[src/rtl/wsr_pkg.sv]
package wsr_pkg;
  localparam int unsigned WSR_DATA_W = 8;
  localparam int unsigned WSR_IDX_W  = 4;
  localparam int unsigned WSR_ADDR_W = 8;

  typedef enum logic [1:0] {
    ACC_IDLE   = 2'd0,
    ACC_OPEN   = 2'd1,
    ACC_LOCKED = 2'd2
  } acc_mode_e;
endpackage

[src/rtl/wsr_access_ctrl.sv]
module wsr_access_ctrl
  import wsr_pkg::*;
#(
  parameter int unsigned ADDR_W = WSR_ADDR_W,
  parameter int unsigned IDX_W  = WSR_IDX_W,
  localparam int unsigned POS_W = IDX_W + 1
) (
  input  logic              cpu_wr_en,
  input  logic [ADDR_W-1:0] cpu_addr,
  input  logic              ch_playing,
  input  logic              ch_readable,
  input  logic [POS_W-1:0]  play_pos,
  output acc_mode_e         mode,
  output logic              wr_go,
  output logic [IDX_W-1:0]  wr_idx,
  output logic [IDX_W-1:0]  rd_idx,
  output logic              rd_blocked
);
  logic unused_addr_hi;
  logic [IDX_W-1:0] req_idx;

  generate
    if (ADDR_W > IDX_W) begin : g_hi
      assign unused_addr_hi = ^cpu_addr[ADDR_W-1:IDX_W];
    end else begin : g_nohi
      assign unused_addr_hi = 1'b0;
    end
  endgenerate

  assign req_idx = cpu_addr[IDX_W-1:0];

  always_comb begin
    if (!ch_playing)      mode = ACC_IDLE;
    else if (ch_readable) mode = ACC_OPEN;
    else                  mode = ACC_LOCKED;
  end

  always_comb begin
    wr_go      = 1'b0;
    rd_idx     = req_idx;
    rd_blocked = 1'b0;
    unique case (mode)
      ACC_IDLE: begin
        wr_go = cpu_wr_en;
      end
      ACC_OPEN: begin
        wr_go  = cpu_wr_en;
        rd_idx = play_pos[POS_W-1:1];
      end
      default: begin
        rd_blocked = 1'b1;
      end
    endcase
  end

  assign wr_idx = req_idx;
endmodule

[src/rtl/wsr_byte_store.sv]
module wsr_byte_store
  import wsr_pkg::*;
#(
  parameter int unsigned DATA_W = WSR_DATA_W,
  parameter int unsigned IDX_W  = WSR_IDX_W,
  localparam int unsigned DEPTH = 1 << IDX_W
) (
  input  logic              clk,
  input  logic              rst,
  input  logic              wr_en,
  input  logic [IDX_W-1:0]  wr_idx,
  input  logic [DATA_W-1:0] wr_data,
  input  logic [IDX_W-1:0]  rd_a_idx,
  output logic [DATA_W-1:0] rd_a_data,
  input  logic [IDX_W-1:0]  rd_b_idx,
  output logic [DATA_W-1:0] rd_b_data
);
  logic [DATA_W-1:0] mem_q [DEPTH];

  always_ff @(posedge clk) begin
    for (int i = 0; i < DEPTH; i++) begin
      if (rst) begin
        mem_q[i] <= '0;
      end else if (wr_en && (wr_idx == IDX_W'(i))) begin
        mem_q[i] <= wr_data;
      end
    end
  end

  assign rd_a_data = mem_q[rd_a_idx];
  assign rd_b_data = mem_q[rd_b_idx];


  store_write_lands_chk: assert property (@(posedge clk) disable iff (rst)
    wr_en |=> (mem_q[$past(wr_idx)] == $past(wr_data)));
endmodule

[src/rtl/wsr_nibble_pick.sv]
module wsr_nibble_pick
  import wsr_pkg::*;
#(
  parameter int unsigned DATA_W = WSR_DATA_W,
  localparam int unsigned NIB_W = DATA_W / 2
) (
  input  logic              clk,
  input  logic              rst,
  input  logic [DATA_W-1:0] cur_byte,
  input  logic              low_half,
  output logic [NIB_W-1:0]  nibble
);
  always_ff @(posedge clk) begin
    if (rst)           nibble <= '0;
    else if (low_half) nibble <= cur_byte[NIB_W-1:0];
    else               nibble <= cur_byte[DATA_W-1:NIB_W];
  end
endmodule

[src/rtl/wave_sample_ram.sv]
module wave_sample_ram
  import wsr_pkg::*;
#(
  parameter int unsigned DATA_W = WSR_DATA_W,
  parameter int unsigned ADDR_W = WSR_ADDR_W,
  parameter int unsigned IDX_W  = WSR_IDX_W,
  localparam int unsigned POS_W = IDX_W + 1,
  localparam int unsigned NIB_W = DATA_W / 2
) (
  input  logic              clk,
  input  logic              rst,
  input  logic              cpu_wr_en,
  input  logic              cpu_rd_en,
  input  logic [ADDR_W-1:0] cpu_addr,
  input  logic [DATA_W-1:0] cpu_wdata,
  output logic [DATA_W-1:0] cpu_rdata,
  input  logic              ch_playing,
  input  logic              ch_readable,
  input  logic [POS_W-1:0]  play_pos,
  output logic [NIB_W-1:0]  play_nibble
);
  acc_mode_e         mode;
  logic              wr_go;
  logic [IDX_W-1:0]  wr_idx;
  logic [IDX_W-1:0]  rd_idx;
  logic              rd_blocked;
  logic [DATA_W-1:0] cpu_byte;
  logic [DATA_W-1:0] play_byte;

  wsr_access_ctrl #(.ADDR_W(ADDR_W), .IDX_W(IDX_W)) ctrl_i (
    .cpu_wr_en  (cpu_wr_en),
    .cpu_addr   (cpu_addr),
    .ch_playing (ch_playing),
    .ch_readable(ch_readable),
    .play_pos   (play_pos),
    .mode       (mode),
    .wr_go      (wr_go),
    .wr_idx     (wr_idx),
    .rd_idx     (rd_idx),
    .rd_blocked (rd_blocked)
  );

  wsr_byte_store #(.DATA_W(DATA_W), .IDX_W(IDX_W)) store_i (
    .clk      (clk),
    .rst      (rst),
    .wr_en    (wr_go),
    .wr_idx   (wr_idx),
    .wr_data  (cpu_wdata),
    .rd_a_idx (rd_idx),
    .rd_a_data(cpu_byte),
    .rd_b_idx (play_pos[POS_W-1:1]),
    .rd_b_data(play_byte)
  );

  wsr_nibble_pick #(.DATA_W(DATA_W)) nib_i (
    .clk     (clk),
    .rst     (rst),
    .cur_byte(play_byte),
    .low_half(play_pos[0]),
    .nibble  (play_nibble)
  );

  always_ff @(posedge clk) begin
    if (rst)            cpu_rdata <= '0;
    else if (cpu_rd_en) cpu_rdata <= rd_blocked ? '1 : cpu_byte;
  end


  reset_clears_out_chk: assert property (@(posedge clk)
    rst |=> (cpu_rdata == '0 && play_nibble == '0));


  locked_write_drop_chk: assert property (@(posedge clk) disable iff (rst)
    (cpu_wr_en && ch_playing && !ch_readable) |-> !wr_go);


  locked_read_ones_chk: assert property (@(posedge clk) disable iff (rst)
    (cpu_rd_en && ch_playing && !ch_readable) |=> (cpu_rdata == '1));


  rdata_hold_chk: assert property (@(posedge clk) disable iff (rst)
    !cpu_rd_en |=> $stable(cpu_rdata));


  idle_mode_chk: assert property (@(posedge clk) disable iff (rst)
    !ch_playing |-> (mode == ACC_IDLE && !rd_blocked));
endmodule

[config.mk]
export PLATFORM = sky130hd
export DESIGN_NAME = wave_sample_ram
export DESIGN_NICKNAME = d
export VERILOG_FILES = /design/src/rtl/wsr_pkg.sv /design/src/rtl/wsr_access_ctrl.sv /design/src/rtl/wsr_byte_store.sv /design/src/rtl/wsr_nibble_pick.sv /design/src/rtl/wave_sample_ram.sv
export SDC_FILE = /design/constraint.sdc
export NUM_CORES = 1
export LEC_CHECK = 0
export BUFFER_PORTS_ARGS = -buffer_cell sky130_fd_sc_hd__buf_2
export CAP_MARGIN = 20
export CORE_UTILIZATION = 50
export DETAILED_ROUTE_END_ITERATION = 10
export GPL_ROUTABILITY_DRIVEN = 0
export HOLD_SLACK_MARGIN = 0.05
export MAX_ROUTING_LAYER = met4
export PLACE_DENSITY = 0.65
export SYNTH_ARGS = -nofsm -noshare
export SYNTH_HDL_FRONTEND = slang
export SYNTH_SLANG_ARGS = --single-unit
[constraint.sdc]
create_clock -name clk -period 3.8 [get_ports clk]
set_input_delay 0.38 -clock clk [delete_from_list [all_inputs] [get_ports clk]]
set_output_delay 0.38 -clock clk [all_outputs]
set_load 0.01 [all_outputs]
==> impl_metrics.env <==
export IMPL_status="finished, final reports clean"
export IMPL_ys_seq_area_share_pct=54.57
export IMPL_grt_antenna_before_repair=0
export IMPL_tns_ns=0
export IMPL_p_leak_nw=2.944
export IMPL_synth_flop_cell="edfxtp_1"
export IMPL_ioPinCount=39
export IMPL_relSlewSlack_pct=32.03
export IMPL_highest_layer="met4"
export IMPL_synth_cell_type_count=36
export IMPL_ctsHoldBuffers=0
export IMPL_async_flop_share_pct=0
export IMPL_grt_first_pass_wirelength_um=30000
export IMPL_synth_fp_nets=640
export IMPL_pre_cts_ws_ns=0.9750
export IMPL_syn_to_final_growth_pct=11.03
export IMPL_worst_slew_pin_slew_ns=1.017
export IMPL_ir_drop_uv=301.3
export IMPL_tritoncts="built"
export IMPL_drt_iter0_drc=491
export IMPL_cp_data_arrival_time_ns=2.63
export IMPL_layout_min_cycle_time_ns=2.341
export IMPL_syn_inst=613
export IMPL_wl_met2_um=9267
export IMPL_synth_edf_count=128
export IMPL_core_area_mm2=0.01459
export IMPL_drtAntennaViolNets=0
export IMPL_setup_viol=0
export IMPL_drt_wl_total_um=19580
export IMPL_fin_worst_skew_ns=0.006167
export IMPL_ff2ff_setup_slack_ns=1.91
export IMPL_yosys_warnings=0
export IMPL_cts_made_buffers=17
export IMPL_mostFrequentLayoutCells="132 x and2_1, 128 x edfxtp_1, 85 x nand2_1"
export IMPL_p_seq_share_pct=47.9
export IMPL_synthTopCellsByArea="edfxtp_1 51%, mux4_2 13%, and2_1 11%, nand2_1 4.3%, dfxtp_1 3.2%"
export IMPL_p_switching_uw=933.5
export IMPL_grt_max_degree=40
export IMPL_cts_setup_buffers=0
export IMPL_nets=662
export IMPL_crit_type="primary input to register"
export IMPL_drive_gt1_share_pct=18.39
export IMPL_sw_frac_of_total_pct=24.34
export IMPL_intPower_mw=2.902
export IMPL_synth_top_cell_by_area="edfxtp_1"
export IMPL_wl_per_cell_um=23.56
export IMPL_dieArea_mm2=0.01546
export IMPL_worstPathMaxFanout=17
export IMPL_power_density_mw_per_mm2=461.6
export IMPL_die_x_um=124.3
export IMPL_power_frac_comb_pct=11.6
export IMPL_report_power_total_mw=3.835
export IMPL_drv_slew=0
export IMPL_firstDrtPassIters=7
export IMPL_wl_met1_um=8451
export IMPL_die_h_um=124.3
export IMPL_dr_wl_met3_um=1263
export IMPL_syn_area_per_cell_um2=12.21
export IMPL_dp_hpwl_um=13850
export IMPL_portBuffers=34
export IMPL_fillCellCount=1176
export IMPL_drcViolationCount=0
export IMPL_multi_input_area_mm2=0.003237
export IMPL_vias=5072
export IMPL_hold_ws_ns=0.3301
export IMPL_synth_top_area_share_pct=51.36
export IMPL_min_from="cpu_rd_en"
export IMPL_startpoint_type="primary input"
export IMPL_fin_util_pct=56.96
export IMPL_worstHoldPathCells=3
export IMPL_antenna_cells=0
export IMPL_hold_viol=0
export IMPL_ys_seq_elements=140
export IMPL_register_area_mm2=0.004084
export IMPL_rsz0062_at_grt="no"
export IMPL_cts_buffer_depth=2
export IMPL_htree_levels=4
export IMPL_start_util_pct=51.30
export IMPL_fmax_ghz=0.4272
export IMPL_cts_sinks=140
export IMPL_hold_class="primary input to register"
export IMPL_grt_total_usage_pct=27.37
export IMPL_worstReg2RegEnd="nib_i.nibble[1]"
export IMPL_regToRegStartpoint="store_i.mem_q[11][5]"
export IMPL_clk_pin_slew_worst_paths_ns=0.06
export IMPL_period_share_pct=61.60
export IMPL_reg2reg_depth=4
export IMPL_clock_root_buffer="clkbuf_16"
export IMPL_cp_data_required_time_ns=4.09
export IMPL_clk_latency_ns=0.42
export IMPL_grt_ovfl_total=0
export IMPL_syn_area_mm2=0.007483
export IMPL_cts_resized=0
export IMPL_setup_slack_ns=1.459
export IMPL_viasPerCell=6.103
export IMPL_max_cap_viol_count=0
export IMPL_row_count=44
export IMPL_clkPwrFrac_pct=40.5
export IMPL_end_kind="register"
export IMPL_final_common_cell="and2_1"
export IMPL_hold_path_end="cpu_rdata[7]"
export IMPL_grt_pass1_vias=5005
==> layer usage <==
| layer | vias up | track usage (%) |
|---|---|---|
| met1 | 2495 | 36.45 |
| met5 | - | - |
| met2 | 210 | 41.24 |
| met4 | 0 | 11.48 |
| met3 | 41 | 5.326 |
| li1 | 2326 | - |
==> stage by stage <==
stage	instance area [um^2]	cells
3_5_place_dp	7770	800
3_3_place_gp	7770	800
2_1_floorplan	7483	613
6_report	8309	831
4_1_cts	8309	831
5_1_grt	8309	831
==> cell usage after synthesis (all sizes together), types with 3 or more instances <==
| library cell | instances |
|---|---|
| mux4 | 44 |
| nor2b | 3 |
| clkbuf | 22 |
| edfxtp | 128 |
| mux2i | 11 |
| dfxtp | 12 |
| buf | 14 |
| o21bai | 16 |
| or3 | 3 |
| inv | 3 |
| a21oi | 10 |
| o21ai | 5 |
| or2 | 4 |
| nand2b | 4 |
| a211oi | 9 |
| nor2 | 34 |
| nand2 | 86 |
| nor4 | 8 |
| nor3 | 3 |
| mux2 | 4 |
| a31oi | 13 |
| a32oi | 12 |
| nand3 | 28 |
| and2 | 133 |
==> how the worst max path moves through the flow <==
| stage | slack [ns] | cells past startpoint | start | to |
|---|---|---|---|---|
| CTS | 1.41 | 6 | play_pos[1] | nib_i.nibble[1] |
| global placement | 1.00 | 6 | play_pos[1] | nib_i.nibble[1] |
| detailed placement | 0.97 | 6 | play_pos[1] | nib_i.nibble[1] |
| floorplan | 1.67 | 6 | play_pos[1] | nib_i.nibble[0] |
| finish | 1.46 | 6 | play_pos[1] | nib_i.nibble[1] |
| global route | 1.26 | 6 | play_pos[1] | cpu_rdata[0] |
==> power by group through the flow <==
stage | combinational [mW] | sequential, mW | clock [mW]
6_report | 0.447 | 1.84 | 1.55
5_1_grt | 0.481 | 1.84 | 1.62
2_1_floorplan | 0.299 | 1.84 | 0
3_3_place_gp | 0.436 | 1.86 | 0
4_1_cts | 0.446 | 1.83 | 1.56
3_5_place_dp | 0.445 | 1.87 | 0
==> state kept, by name, indices dropped and copies added, names as in the netlist <==
register and count:
store_i.mem_q 128, cpu_rdata 8, nib_i.nibble 4
==> critical path, stage by stage <==
cell and delay, ns:
buf_2 0.45, buf_4 0.40, mux4_2 0.54, mux4_2 0.51
o21ai_0 0.26, nor3_1 0.08
==> layout make-up <==
type | count | area share (%)
clock buffer | 20 | 5.255
sequential | 140 | 49.15
multi-input combinational | 434 | 38.95
inverter | 3 | 0.1355
timing repair buffer | 39 | 2.500
tap | 184 | 2.771
clock inverter | 11 | 1.235
==> cells by family after synthesis <==
kind of cell | Yosys count | share of synthesized area, %
simple gates | 307 | 21.25
flops | 140 | 54.57
compound gates | 68 | 6.420
mux | 59 | 15.47
buf+inv | 39 | 2.291
No activity file was read; power rests on OpenSTA's default activity.
